### src/rtl/pcm_port_pkg.sv
package pcm_port_pkg;
  typedef enum logic {
    FRM_SHORT = 1'b0,
    FRM_LONG  = 1'b1
  } frame_mode_e;
endpackage

### src/rtl/pcm_edge_sync.sv
module pcm_edge_sync #(
  parameter int unsigned Width     = 4,
  parameter int unsigned EdgeWidth = 3,
  parameter int unsigned Stages    = 2
) (
  input  logic                 clk_i,
  input  logic                 rst_ni,
  input  logic [Width-1:0]     async_i,
  output logic [Width-1:0]     lvl_o,
  output logic [EdgeWidth-1:0] rise_o,
  output logic [EdgeWidth-1:0] fall_o
);
  logic [Width-1:0]     stg_q [Stages];
  logic [EdgeWidth-1:0] prev_q;

  always_ff @(posedge clk_i or negedge rst_ni) begin
    if (!rst_ni) begin
      for (int i = 0; i < Stages; i++) stg_q[i] <= '0;
      prev_q <= '0;
    end else begin
      stg_q[0] <= async_i;
      for (int i = 1; i < Stages; i++) stg_q[i] <= stg_q[i-1];
      prev_q <= stg_q[Stages-1][EdgeWidth-1:0];
    end
  end

  assign lvl_o  = stg_q[Stages-1];
  assign rise_o = lvl_o[EdgeWidth-1:0] & ~prev_q;
  assign fall_o = ~lvl_o[EdgeWidth-1:0] & prev_q;
endmodule

### src/rtl/pcm_frame_mode.sv
module pcm_frame_mode
  import pcm_port_pkg::*;
#(
  parameter int unsigned LongMin = 3
) (
  input  logic        clk_i,
  input  logic        rst_ni,
  input  logic        pdn_i,
  input  logic        fsx_lvl_i,
  input  logic        fsx_fall_i,
  input  logic        bclk_fall_i,
  output frame_mode_e mode_o
);
  localparam int unsigned CntW = $clog2(LongMin + 1);
  localparam logic [CntW-1:0] CntSat = CntW'(LongMin);

  logic [CntW-1:0] wid_q;
  frame_mode_e     mode_q;

  always_ff @(posedge clk_i or negedge rst_ni) begin
    if (!rst_ni) begin
      wid_q  <= '0;
      mode_q <= FRM_SHORT;
    end else if (pdn_i) begin
      wid_q  <= '0;
      mode_q <= FRM_SHORT;
    end else if (fsx_fall_i) begin
      mode_q <= (wid_q >= CntSat) ? FRM_LONG : FRM_SHORT;
      wid_q  <= '0;
    end else if (bclk_fall_i && fsx_lvl_i && wid_q != CntSat) begin
      wid_q <= wid_q + 1'b1;
    end
  end

  assign mode_o = mode_q;

  a_r3_mode_at_sync_end: assert property (@(posedge clk_i) disable iff (!rst_ni)
    !$stable(mode_q) |-> $past(fsx_fall_i || pdn_i));
endmodule

### src/rtl/pcm_tx.sv
module pcm_tx
  import pcm_port_pkg::*;
#(
  parameter int unsigned Bits = 8
) (
  input  logic            clk_i,
  input  logic            rst_ni,
  input  logic            pdn_i,
  input  frame_mode_e     mode_i,
  input  logic            bclk_lvl_i,
  input  logic            bclk_rise_i,
  input  logic            bclk_fall_i,
  input  logic            fsx_lvl_i,
  input  logic            fsx_rise_i,
  input  logic [Bits-1:0] code_i,
  output logic            dout_o,
  output logic            oe_o
);
  localparam int unsigned CntW = $clog2(Bits + 1);
  localparam logic [CntW-1:0] FullCnt = CntW'(Bits);

  typedef enum logic [2:0] {TX_IDLE, TX_WFALL, TX_WRISE, TX_SHIFT, TX_TAIL} tx_st_e;

  tx_st_e          st_q;
  logic [CntW-1:0] cnt_q;
  logic [Bits-1:0] shreg_q, hold_q;
  logic            primed_q, drive_q, oe_q;

  always_ff @(posedge clk_i or negedge rst_ni) begin
    if (!rst_ni) begin
      st_q <= TX_IDLE; cnt_q <= '0; shreg_q <= '0; hold_q <= '0;
      primed_q <= 1'b0; drive_q <= 1'b0; oe_q <= 1'b0;
    end else if (pdn_i) begin
      st_q <= TX_IDLE; cnt_q <= '0; shreg_q <= '0; hold_q <= '0;
      primed_q <= 1'b0; drive_q <= 1'b0; oe_q <= 1'b0;
    end else begin
      unique case (st_q)
        TX_IDLE: if (fsx_rise_i) begin
          hold_q   <= code_i;
          shreg_q  <= hold_q;
          primed_q <= 1'b1;
          drive_q  <= primed_q;
          if (mode_i == FRM_LONG && bclk_lvl_i) begin
            st_q  <= TX_SHIFT;
            oe_q  <= primed_q;
            cnt_q <= CntW'(1);
          end else if (mode_i == FRM_LONG) begin
            st_q <= TX_WRISE;
          end else begin
            st_q <= TX_WFALL;
          end
        end
        TX_WFALL: if (bclk_fall_i) st_q <= fsx_lvl_i ? TX_WRISE : TX_IDLE;
        TX_WRISE: if (bclk_rise_i) begin
          st_q  <= TX_SHIFT;
          oe_q  <= drive_q;
          cnt_q <= CntW'(1);
        end
        TX_SHIFT: begin
          if (bclk_rise_i && cnt_q != FullCnt) begin
            shreg_q <= {shreg_q[Bits-2:0], 1'b0};
            cnt_q   <= cnt_q + 1'b1;
          end else if (bclk_fall_i && cnt_q == FullCnt) begin
            // long frame: stay on while sync is still high
            if (mode_i == FRM_SHORT || !fsx_lvl_i) begin
              st_q <= TX_IDLE;
              oe_q <= 1'b0;
            end else begin
              st_q <= TX_TAIL;
            end
          end
        end
        TX_TAIL: if (!fsx_lvl_i) begin
          st_q <= TX_IDLE;
          oe_q <= 1'b0;
        end
        default: st_q <= TX_IDLE;
      endcase
    end
  end

  assign dout_o = shreg_q[Bits-1];
  assign oe_o   = oe_q;

  a_r1_pdn_disables: assert property (@(posedge clk_i) disable iff (!rst_ni)
    pdn_i |=> !oe_q);
  a_r4_enable_on_edge: assert property (@(posedge clk_i) disable iff (!rst_ni)
    $rose(oe_q) |-> $past(bclk_rise_i || fsx_rise_i));
  a_r5_disable_on_edge: assert property (@(posedge clk_i) disable iff (!rst_ni)
    $fell(oe_q) |-> $past(bclk_fall_i || pdn_i || !fsx_lvl_i));
  a_r11_busy_no_load: assert property (@(posedge clk_i) disable iff (!rst_ni)
    (fsx_rise_i && st_q != TX_IDLE && !pdn_i) |=> $stable(hold_q));
endmodule

### src/rtl/pcm_rx.sv
module pcm_rx
  import pcm_port_pkg::*;
#(
  parameter int unsigned Bits = 8
) (
  input  logic            clk_i,
  input  logic            rst_ni,
  input  logic            pdn_i,
  input  frame_mode_e     mode_i,
  input  logic            bclk_fall_i,
  input  logic            fsr_lvl_i,
  input  logic            fsr_rise_i,
  input  logic            fsr_fall_i,
  input  logic            din_i,
  output logic [Bits-1:0] word_o,
  output logic            valid_o
);
  localparam int unsigned CntW = $clog2(Bits + 1);
  localparam logic [CntW-1:0] LastIdx = CntW'(Bits - 1);

  typedef enum logic [1:0] {RX_IDLE, RX_PEND, RX_RECV} rx_st_e;

  rx_st_e          st_q;
  logic [CntW-1:0] cnt_q;
  logic [Bits-1:0] shreg_q, word_q;
  logic            valid_q;

  always_ff @(posedge clk_i or negedge rst_ni) begin
    if (!rst_ni) begin
      st_q <= RX_IDLE; cnt_q <= '0; shreg_q <= '0; word_q <= '0; valid_q <= 1'b0;
    end else begin
      valid_q <= 1'b0;
      if (pdn_i) begin
        st_q  <= RX_IDLE;
        cnt_q <= '0;
      end else begin
        unique case (st_q)
          RX_IDLE: if (fsr_rise_i) begin
            cnt_q <= '0;
            st_q  <= (mode_i == FRM_LONG) ? RX_RECV : RX_PEND;
          end
          RX_PEND: begin
            if (bclk_fall_i)     st_q <= fsr_lvl_i ? RX_RECV : RX_IDLE;
            else if (fsr_fall_i) st_q <= RX_IDLE;
          end
          RX_RECV: if (bclk_fall_i) begin
            shreg_q <= {shreg_q[Bits-2:0], din_i};
            if (cnt_q == LastIdx) begin
              word_q  <= {shreg_q[Bits-2:0], din_i};
              valid_q <= 1'b1;
              cnt_q   <= '0;
              st_q    <= RX_IDLE;
            end else begin
              cnt_q <= cnt_q + 1'b1;
            end
          end
          default: st_q <= RX_IDLE;
        endcase
      end
    end
  end

  assign word_o  = word_q;
  assign valid_o = valid_q;

  a_r10_valid_one_cycle: assert property (@(posedge clk_i) disable iff (!rst_ni)
    valid_q |=> !valid_q);
  a_r10_valid_after_fall: assert property (@(posedge clk_i) disable iff (!rst_ni)
    valid_q |-> $past(bclk_fall_i));
  a_r10_word_with_valid: assert property (@(posedge clk_i) disable iff (!rst_ni)
    !$stable(word_q) |-> valid_q);
endmodule

### src/rtl/pcm_slot_port.sv
module pcm_slot_port
  import pcm_port_pkg::*;
#(
  parameter int unsigned SlotBits       = 8,
  parameter int unsigned SyncStages     = 2,
  parameter int unsigned LongMinPeriods = 3
) (
  input  logic                clk_i,
  input  logic                rst_ni,
  input  logic                pwr_dn_i,
  input  logic                bclk_i,
  input  logic                fs_tx_i,
  input  logic                fs_rx_i,
  input  logic                dr_i,
  input  logic [SlotBits-1:0] tx_code_i,
  output logic                dx_o,
  output logic                dx_en_o,
  output logic                ts_n_o,
  output logic [SlotBits-1:0] rx_code_o,
  output logic                rx_valid_o
);
  localparam int unsigned NumIn   = 4;
  localparam int unsigned NumEdge = 3;
  localparam int unsigned IdxBclk = 0;
  localparam int unsigned IdxFsx  = 1;
  localparam int unsigned IdxFsr  = 2;
  localparam int unsigned IdxDr   = 3;

  logic [NumIn-1:0]   in_lvl;
  logic [NumEdge-1:0] in_rise, in_fall;
  frame_mode_e        mode;

  pcm_edge_sync #(.Width(NumIn), .EdgeWidth(NumEdge), .Stages(SyncStages)) i_sync (
    .clk_i, .rst_ni,
    .async_i ({dr_i, fs_rx_i, fs_tx_i, bclk_i}),
    .lvl_o   (in_lvl),
    .rise_o  (in_rise),
    .fall_o  (in_fall)
  );

  pcm_frame_mode #(.LongMin(LongMinPeriods)) i_mode (
    .clk_i, .rst_ni,
    .pdn_i       (pwr_dn_i),
    .fsx_lvl_i   (in_lvl[IdxFsx]),
    .fsx_fall_i  (in_fall[IdxFsx]),
    .bclk_fall_i (in_fall[IdxBclk]),
    .mode_o      (mode)
  );

  pcm_tx #(.Bits(SlotBits)) i_tx (
    .clk_i, .rst_ni,
    .pdn_i       (pwr_dn_i),
    .mode_i      (mode),
    .bclk_lvl_i  (in_lvl[IdxBclk]),
    .bclk_rise_i (in_rise[IdxBclk]),
    .bclk_fall_i (in_fall[IdxBclk]),
    .fsx_lvl_i   (in_lvl[IdxFsx]),
    .fsx_rise_i  (in_rise[IdxFsx]),
    .code_i      (tx_code_i),
    .dout_o      (dx_o),
    .oe_o        (dx_en_o)
  );

  pcm_rx #(.Bits(SlotBits)) i_rx (
    .clk_i, .rst_ni,
    .pdn_i       (pwr_dn_i),
    .mode_i      (mode),
    .bclk_fall_i (in_fall[IdxBclk]),
    .fsr_lvl_i   (in_lvl[IdxFsr]),
    .fsr_rise_i  (in_rise[IdxFsr]),
    .fsr_fall_i  (in_fall[IdxFsr]),
    .din_i       (in_lvl[IdxDr]),
    .word_o      (rx_code_o),
    .valid_o     (rx_valid_o)
  );

  assign ts_n_o = ~dx_en_o;
endmodule

### config.mk
export PLATFORM = sky130hd
export DESIGN_NAME = pcm_slot_port
export DESIGN_NICKNAME = d
export VERILOG_FILES = /design/src/rtl/pcm_port_pkg.sv /design/src/rtl/pcm_edge_sync.sv /design/src/rtl/pcm_frame_mode.sv /design/src/rtl/pcm_tx.sv /design/src/rtl/pcm_rx.sv /design/src/rtl/pcm_slot_port.sv
export SDC_FILE = /design/constraint.sdc
export NUM_CORES = 1
export LEC_CHECK = 0
export BUFFER_PORTS_ARGS = -buffer_cell sky130_fd_sc_hd__buf_2
export CORE_AREA = 5 5 79 81
export CTS_BUF_LIST = sky130_fd_sc_hd__clkbuf_16
export DETAILED_ROUTE_END_ITERATION = 10
export DIE_AREA = 0 0 84 86
export PLACE_DENSITY_LB_ADDON = 0.05
export SLEW_MARGIN = 15
export SYNTH_ARGS = -nofsm -noshare
export SYNTH_HDL_FRONTEND = slang
export SYNTH_SLANG_ARGS = --single-unit
### constraint.sdc
create_clock -name clk_i -period 2.1 [get_ports clk_i]
set_input_delay 0.21 -clock clk_i [delete_from_list [all_inputs] [get_ports clk_i]]
set_output_delay 0.21 -clock clk_i [all_outputs]
set_load 0.01 [all_outputs]
## Yosys cells after proc, flatten, opt, wreduce, memory -nomap -nowiden

Index checks and enable logic that the tools add are counted.

| word-level totals | value |
|---|---|
| register bits | 62 |
| input bits | 15 |
| output and inout bits | 12 |

| cells by class | value |
|---|---|
| $add $sub $neg | 3 |
| $lt $le $gt $ge | 1 |
| equality and inequality tests | 23 |
| mux-type cells | 64 |
| bitwise operators | 7 |
| reductions and logical operators | 26 |

Operator list:

| kind | number |
|---|---|
| two-way mux 8 bit | 6 |
| two-way mux 4 bit | 9 |
| two-way mux 3 bit | 9 |
| two-way mux 2 bit | 13 |
| two-way mux 1 bit | 21 |
| != test 3 bit (second input constant) | 7 |
| case mux 8 bit (2 select lines) | 1 |
| != test 3 x 2 -> 1 bit (second input constant) | 5 |
| case mux 3 bit (5 select lines) | 1 |
| case mux 4 bit (3 select lines) | 1 |
| AND reduction 3 bit | 3 |
| nonzero test 3 bit | 3 |
| adder 4 x 1 -> 4 bit (second input constant) | 2 |
| != test 4 bit (second input constant) | 2 |
| case mux 4 bit (2 select lines) | 1 |
| AND reduction 4 bit | 2 |
| AND reduction 8 bit | 1 |
| bitwise AND 3 bit | 2 |
| == test 3 x 2 -> 1 bit (second input constant) | 2 |
| NOT 3 bit | 2 |
| case mux 2 bit (3 select lines) | 1 |
| AND reduction 6 bit | 1 |
| nonzero test 2 bit | 3 |
| logical AND 1 bit | 5 |
| 19 further kinds | 21 |

## Logic depth before layout (Yosys ltp)

| depth | value |
|---|---|
| depth in word-level cells | 7 |
| mapped depth | 6 |
| gate-level depth less buffers | 6 |

## Cells and area by module

A second synthesis with hierarchy kept.

| second synthesis, totals | value |
|---|---|
| cell total of the unflattened synthesis | 267 |
| area, all modules | 3046.7 um2 |

Modules (own cells, without submodules):

| module | times used | cells an instance | area an instance (um2) | sequential area each (um2) |
|---|---|---|---|---|
| pcm_tx | 1 | 157 | 1522.7 | 650.6 |
| pcm_rx | 1 | 75 | 1002.2 | 550.5 |
| pcm_edge_sync | 1 | 21 | 357.8 | 275.3 |
| pcm_frame_mode | 1 | 13 | 160.2 | 75.1 |
| pcm_slot_port | 1 | 1 | 3.8 | 0.0 |

## Worst setup path before layout

OpenSTA, ideal clock, no wires.

| path | value |
|---|---|
| kind | flip-flop to flip-flop |
| start | reg i_tx.st_q[0] |
| end | reg i_tx.cnt_q[0] |
| setup time | 0.125 ns |
| arrival time | 1.508 ns |
| required time | 1.975 ns |
| setup slack | 0.466 ns |
| stages on the path, launching flop included | 6 |
| buffers on the path | 1 |
| period minus slack after synthesis | 1.634 ns |
| path through | dfrtp_1 -> buf_6 -> or3_4 -> a211oi_4 -> nor3_2 -> mux2_4 |

| between the ends | value |
|---|---|
| longest elaborated chain between the ends | 3 |
| elaborated cells on any way between the ends | 11 |
| classes of those cells | 6 x eq/ne; 2 x mux; 3 x reduce/logical |

RTL lines:

| item | RTL line | text |
|---|---|---|
| from (decl) | pcm_tx.sv:24 | `tx_st_e st_q;` |
| from (signal assigned) | pcm_tx.sv:53 | `TX_WFALL: if (bclk_fall_i) st_q <= fsx_lvl_i ? TX_WRISE : TX_IDLE;` |
| == test 3 x 2 -> 1 bit or logical NOT 3 bit (tied branches) | pcm_tx.sv:37 | `unique case (st_q)` |
| != test 3 bit (no line), or another cell as far along | - |  |
| AND reduction 5 bit (no line) or two-way mux 4 bit (tied branches) | - |  |
| to (signal assigned) | pcm_tx.sv:46 | `cnt_q <= CntW'(1);` |
| to (signal assigned) | pcm_tx.sv:57 | `cnt_q <= CntW'(1);` |
| to (signal assigned) | pcm_tx.sv:62 | `cnt_q <= cnt_q + 1'b1;` |
| to (decl) | pcm_tx.sv:25 | `logic [CntW-1:0] cnt_q;` |

Several ways; a longest one is shown, not always the timed one.
A chain may end at the register's enable or synchronous reset.

## Worst setup path in the final report

| path | value |
|---|---|
| start | reg i_sync.stg_q, in the netlist i_sync.lvl_o[0] |
| end | reg i_rx.word_q[3] (netlist: i_rx.word_o[3]) |

| between the ends | value |
|---|---|
| longest elaborated chain between the ends | 3 |

RTL lines:

| item | RTL line | text |
|---|---|---|
| from (decl) | pcm_edge_sync.sv:13 | `logic [Width-1:0] stg_q [Stages];` |
| NOT 3 bit | pcm_edge_sync.sv:29 | `assign fall_o = ~lvl_o[EdgeWidth-1:0] & prev_q;` |
| bitwise AND 3 bit | pcm_edge_sync.sv:29 |  |
| AND reduction 4 bit (no line) | - |  |
| to (signal assigned) | pcm_rx.sv:49 | `word_q <= {shreg_q[Bits-2:0], din_i};` |
| to (decl) | pcm_rx.sv:25 | `logic [Bits-1:0] shreg_q, word_q;` |

No other way between the ends.

==> results by stage <==
Global routing:
- The number of global-route vias before repair is 1976.
- The initial antenna violation count was 0.
- The total global routing track utilization is 16.4%.
- Entering global routing, the biggest net connects 41 pins.
- The first global-routing pass estimated 9400 microns of wire.
- After global routing the overflow that remains totals 0.

Cells and area:
- The finished cells cover 0.00343 sq mm.
- The share of post-route cells with drive strength above 1 is 31.5%.
- The number of antenna diodes in the final layout is 0.
- The area growth from synthesis to layout is 20.4%.
- The final instance count without filler cells is 345.
- In the final design database the tool counted 287 nets.

Clocking:
- After clock tree synthesis, the clock-pin slew on the worst setup and hold paths is 0.05 ns.
- TritonCTS built the clock tree.
- In this run the deepest clock path goes through 2 buffers.
- The post-CTS repair timing setup buffer count is 0.
- The clock buffer count from CTS is 9.
- The cts-stage hold buffer count is 5.
- The clock sink count is 62.
- The later pin in the worst-skew pair is clocked with a latency of 0.32 ns.
- The clock root buffer master is sky130_fd_sc_hd__clkbuf_16.
- After clock tree synthesis, the repair step resized 0 gates.
- The H-tree generated during clock tree synthesis spans 3 levels.

Power:
- Net switching is 22.7% of the power.
- The analysis attributes to net switching a power of 654 uW.
- Power spread over the standard cell area amounts to 841 mW/mm^2.
- The cell leakage power is 0.00169 uW.
- The combinational share of power is 6.2%.
- VDD sags by at most 0.000831 V.
- The power share of the sequential group is 43.8%.
- The internal power consumption is 2230 uW.
- Per report_power, the clock group accounts for 50.0% of the total.

Floorplanning:
- The die span in x is 84 microns.
- The die is 86 microns tall.
- In this run the count of I/O pins placed on the die edge is 27.
- The region available for standard cell placement spans 0.00541 sq mm.
- The number of core rows is 27.
- The area of the die is 0.00722 sq mm.
- Once the floorplan was initialized, standard cells occupied 52.8% of the core.

STA:
- Setup repair after global routing left no endpoint under its margin.
- The setup TNS is 0 ns.
- The number of max-slew violations in the final report is 0.
- The achievable clock frequency is 531 MHz.
- Clock skew on the completed layout was measured at 0.00449 ns.
- Subtracting the final worst setup slack from the clock period gives 1.88 ns.
- Setup violations remaining at the end of the flow were counted as 0.
- The relative slew slack is 64.7%.
- In the post-route analysis, the smallest setup slack over all paths is 0.216 ns.
- At the pin with the least slew margin, the transition time is 0.529 ns.
- The hold violation total from the final report is 0.
- The period utilization is 89.7%.

Yosys:
- The average cell area after synthesis is 12.5 sq um.
- When the netlist entered floorplanning its net count stood at 247.
- The dominant cell type by area after synthesis is sky130_fd_sc_hd__dfrtp_1.
- The warning count from the yosys run is 0.
- The post-synthesis cell area is 0.00285 sq mm.
- Counting flops and latches in the post-synthesis netlist gives 62.
- The part of the Yosys area used for sequential elements is 54.4%.
- The gate count of the mapped netlist is 228.
- The number of synthesized flops with an enable pin is 0.
- Yosys attributes the largest share of cell area to sky130_fd_sc_hd__dfrtp_1 54%, sky130_fd_sc_hd__mux2_2 9.5%, sky130_fd_sc_hd__a22o_1 4.9%.
- Counting distinct cell types in the post-synthesis netlist gives 61.
- The area share of the leading cell type in the synthesized netlist is 54.4%.
- The prevailing post-synth register cell is sky130_fd_sc_hd__dfrtp_1.
- After synthesis, the share of flip-flops with an asynchronous set or reset is 100%.

Placement:
- The number of placed instances, taps included, is 324.
- The count of buffers from port buffering is 26.
- After detailed placement, the total cell area comes to 0.00308 sq mm.
- The routability congestion estimate is 0.824.
- Detailed placement ended at an HPWL of 3530 microns.
- OpenSTA, run right after detailed placement, puts the worst setup slack at 0.210 ns.

Drt:
- The iteration-0 DRC count of the detailed router is 108.
- In the final routed layout, each cell accounts on average for 15.0 microns.
- The final layout contains routed wiring with a total length of 5180 microns.
- In the routed layout, each cell is associated on average with a via count of 5.53.
- The first detailed-routing pass ran for 4 iterations.
- The final antenna-violating net count is 0.
- The DRC violation count after routing is 0.
- The via total after detailed routing is 1907.

Worst setup path:
- Along the worst path, the maximum fanout reaches 9.
- The signal arrival time at the worst endpoint is 2.09 ns.
- The worst setup path is launched from a flip-flop.
- The data required time of the worst path is 2.30 ns.
- The critical path is of the reg2reg type.
- The kind of end point of the critical path is a flip-flop.

Status:
- The flow ran to the end, and the final reports show no timing, DRC or antenna violations.

Run:
- The tool flagged a number of max-cap violations equal to 0.

Min path:
- In this run the worst hold path is classified as in2reg.
## flip-flops by register name, indices dropped and copies added (netlist names), 2 cells and up
| register | cells |
|---|---|
| i_tx.cnt_q | 4 |
| i_tx.shreg_q | 8 |
| i_rx.st_q | 2 |
| i_rx.word_o | 8 |
| i_sync.prev_q | 3 |
| i_rx.cnt_q | 4 |
| i_tx.hold_q | 8 |
| i_sync.lvl_o | 4 |
| i_tx.st_q | 3 |
| i_rx.shreg_q | 7 |
| i_sync.stg_q | 4 |
| i_mode.wid_q | 2 |
## cell usage in the layout, fill, tap and decap left out, types with 3 or more instances in the layout
cell and instances:
sky130_fd_sc_hd__a21oi_1 9, sky130_fd_sc_hd__a22o_1 16, sky130_fd_sc_hd__and2_1 3, sky130_fd_sc_hd__buf_2 26, sky130_fd_sc_hd__buf_4 5, sky130_fd_sc_hd__clkbuf_16 9, sky130_fd_sc_hd__clkinvlp_4 3, sky130_fd_sc_hd__dfrtp_1 62
sky130_fd_sc_hd__dlygate4sd3_1 5, sky130_fd_sc_hd__ha_1 4, sky130_fd_sc_hd__inv_1 11, sky130_fd_sc_hd__mux2_2 24, sky130_fd_sc_hd__mux2i_1 4, sky130_fd_sc_hd__nand2_1 10, sky130_fd_sc_hd__nand3_1 4, sky130_fd_sc_hd__nand3b_1 3
sky130_fd_sc_hd__nor2_1 11, sky130_fd_sc_hd__nor2b_1 4, sky130_fd_sc_hd__nor3_1 3, sky130_fd_sc_hd__o22ai_1 3
## power groups by stage
stage | Clock, uW | Sequential (uW) | Combinational (uW)
floorplan | 0 | 1270 | 110
global placement | 0 | 1280 | 174
detailed placement | 0 | 1280 | 175
CTS | 1480 | 1260 | 183
global route | 1550 | 1270 | 203
finish | 1440 | 1260 | 180
## area by class of cell
| cell class | instances | area (sq um) |
|---|---|---|
| Clock buffer | 9 | 225 |
| Clock inverter | 7 | 73.8 |
| Fill cell | 425 | 1970 |
| Inverter | 11 | 41.3 |
| Multi-Input combinational cell | 147 | 1210 |
| Sequential cell | 62 | 1550 |
| Tap cell | 72 | 90.1 |
| Timing Repair Buffer | 37 | 238 |
## synth_stat cells (2+ instances only)
library cell	n
sky130_fd_sc_hd__a21o_1	2
sky130_fd_sc_hd__a21oi_1	9
sky130_fd_sc_hd__a22o_1	16
sky130_fd_sc_hd__a31oi_1	2
sky130_fd_sc_hd__a41o_1	2
sky130_fd_sc_hd__and2_1	3
sky130_fd_sc_hd__and2b_1	2
sky130_fd_sc_hd__buf_2	3
sky130_fd_sc_hd__clkbuf_1	3
sky130_fd_sc_hd__dfrtp_1	62
sky130_fd_sc_hd__ha_1	4
sky130_fd_sc_hd__inv_1	11
sky130_fd_sc_hd__mux2_2	24
sky130_fd_sc_hd__mux2i_1	4
sky130_fd_sc_hd__nand2_1	10
sky130_fd_sc_hd__nand2b_1	2
sky130_fd_sc_hd__nand3_1	4
sky130_fd_sc_hd__nand3b_1	3
sky130_fd_sc_hd__nor2_1	11
sky130_fd_sc_hd__nor2b_1	4
sky130_fd_sc_hd__nor3_1	3
sky130_fd_sc_hd__o21ai_0	2
sky130_fd_sc_hd__o22ai_1	3
sky130_fd_sc_hd__o41a_1	2
## critical path, stage by stage (launching register included)
cell	delay, ns
sky130_fd_sc_hd__dfrtp_1	0.47
sky130_fd_sc_hd__nor2b_1	0.40
sky130_fd_sc_hd__nand2_2	0.28
sky130_fd_sc_hd__nor2_8	0.26
sky130_fd_sc_hd__mux2_2	0.36
## metal layers
metal,up-vias,share of wire [%],GRT usage [%]
met4,0,1.0,5.26
met2,41,44,23.6
li1,928,-,-
met3,6,4.5,5.67
met1,932,51,23.1
met5,-,0,0
## worst paths after layout
| path | endpoint | depth (start not counted) | slack, ns | from |
|---|---|---|---|---|
| setup / recovery | i_rx.word_o[3]$_DFFE_PN0P_ | 4 | 0.22 | i_sync.lvl_o[0]$_DFF_PN0_ |
| hold / removal | i_tx.hold_q[1]$_DFFE_PN0P_ | 2 | 0.10 | tx_code_i[1] |
| setup reg to reg | i_rx.word_o[3]$_DFFE_PN0P_ | 4 | 0.22 | i_sync.lvl_o[0]$_DFF_PN0_ |
| hold reg to reg | i_sync.lvl_o[2]$_DFF_PN0_ | 0 | 0.34 | i_sync.stg_q[6]$_DFF_PN0_ |
| max in group asynchronous | i_tx.hold_q[6]$_DFFE_PN0P_ | 3 | 1.11 | rst_ni |
| min in group asynchronous | i_rx.cnt_q[3]$_DFFE_PN0P_ | 2 | 0.41 | rst_ni |
## through the flow
stage	util [%]	total power [uW]	hold WS, ns
2_1_floorplan	-	1380	-0.0856
3_3_place_gp	57.1	1460	0.222
3_5_place_dp	57.1	1460	0.221
4_1_cts	63.5	2920	0.0904
5_1_grt	63.5	3020	0.100
6_report	63.5	2890	0.102
## cells by family after synthesis
logic type | share of synthesized area [%]
flip-flops | 54.4
AND/OR/NAND/NOR | 13.7
AO/OA/AOI/OAI | 15.4
multiplexers | 11.4
buffers and inverters | 3.03
adder cells (fa/ha/maj) | 1.76
XOR/XNOR | 0.307
Note: power is estimated with default switching activity, not from simulation.
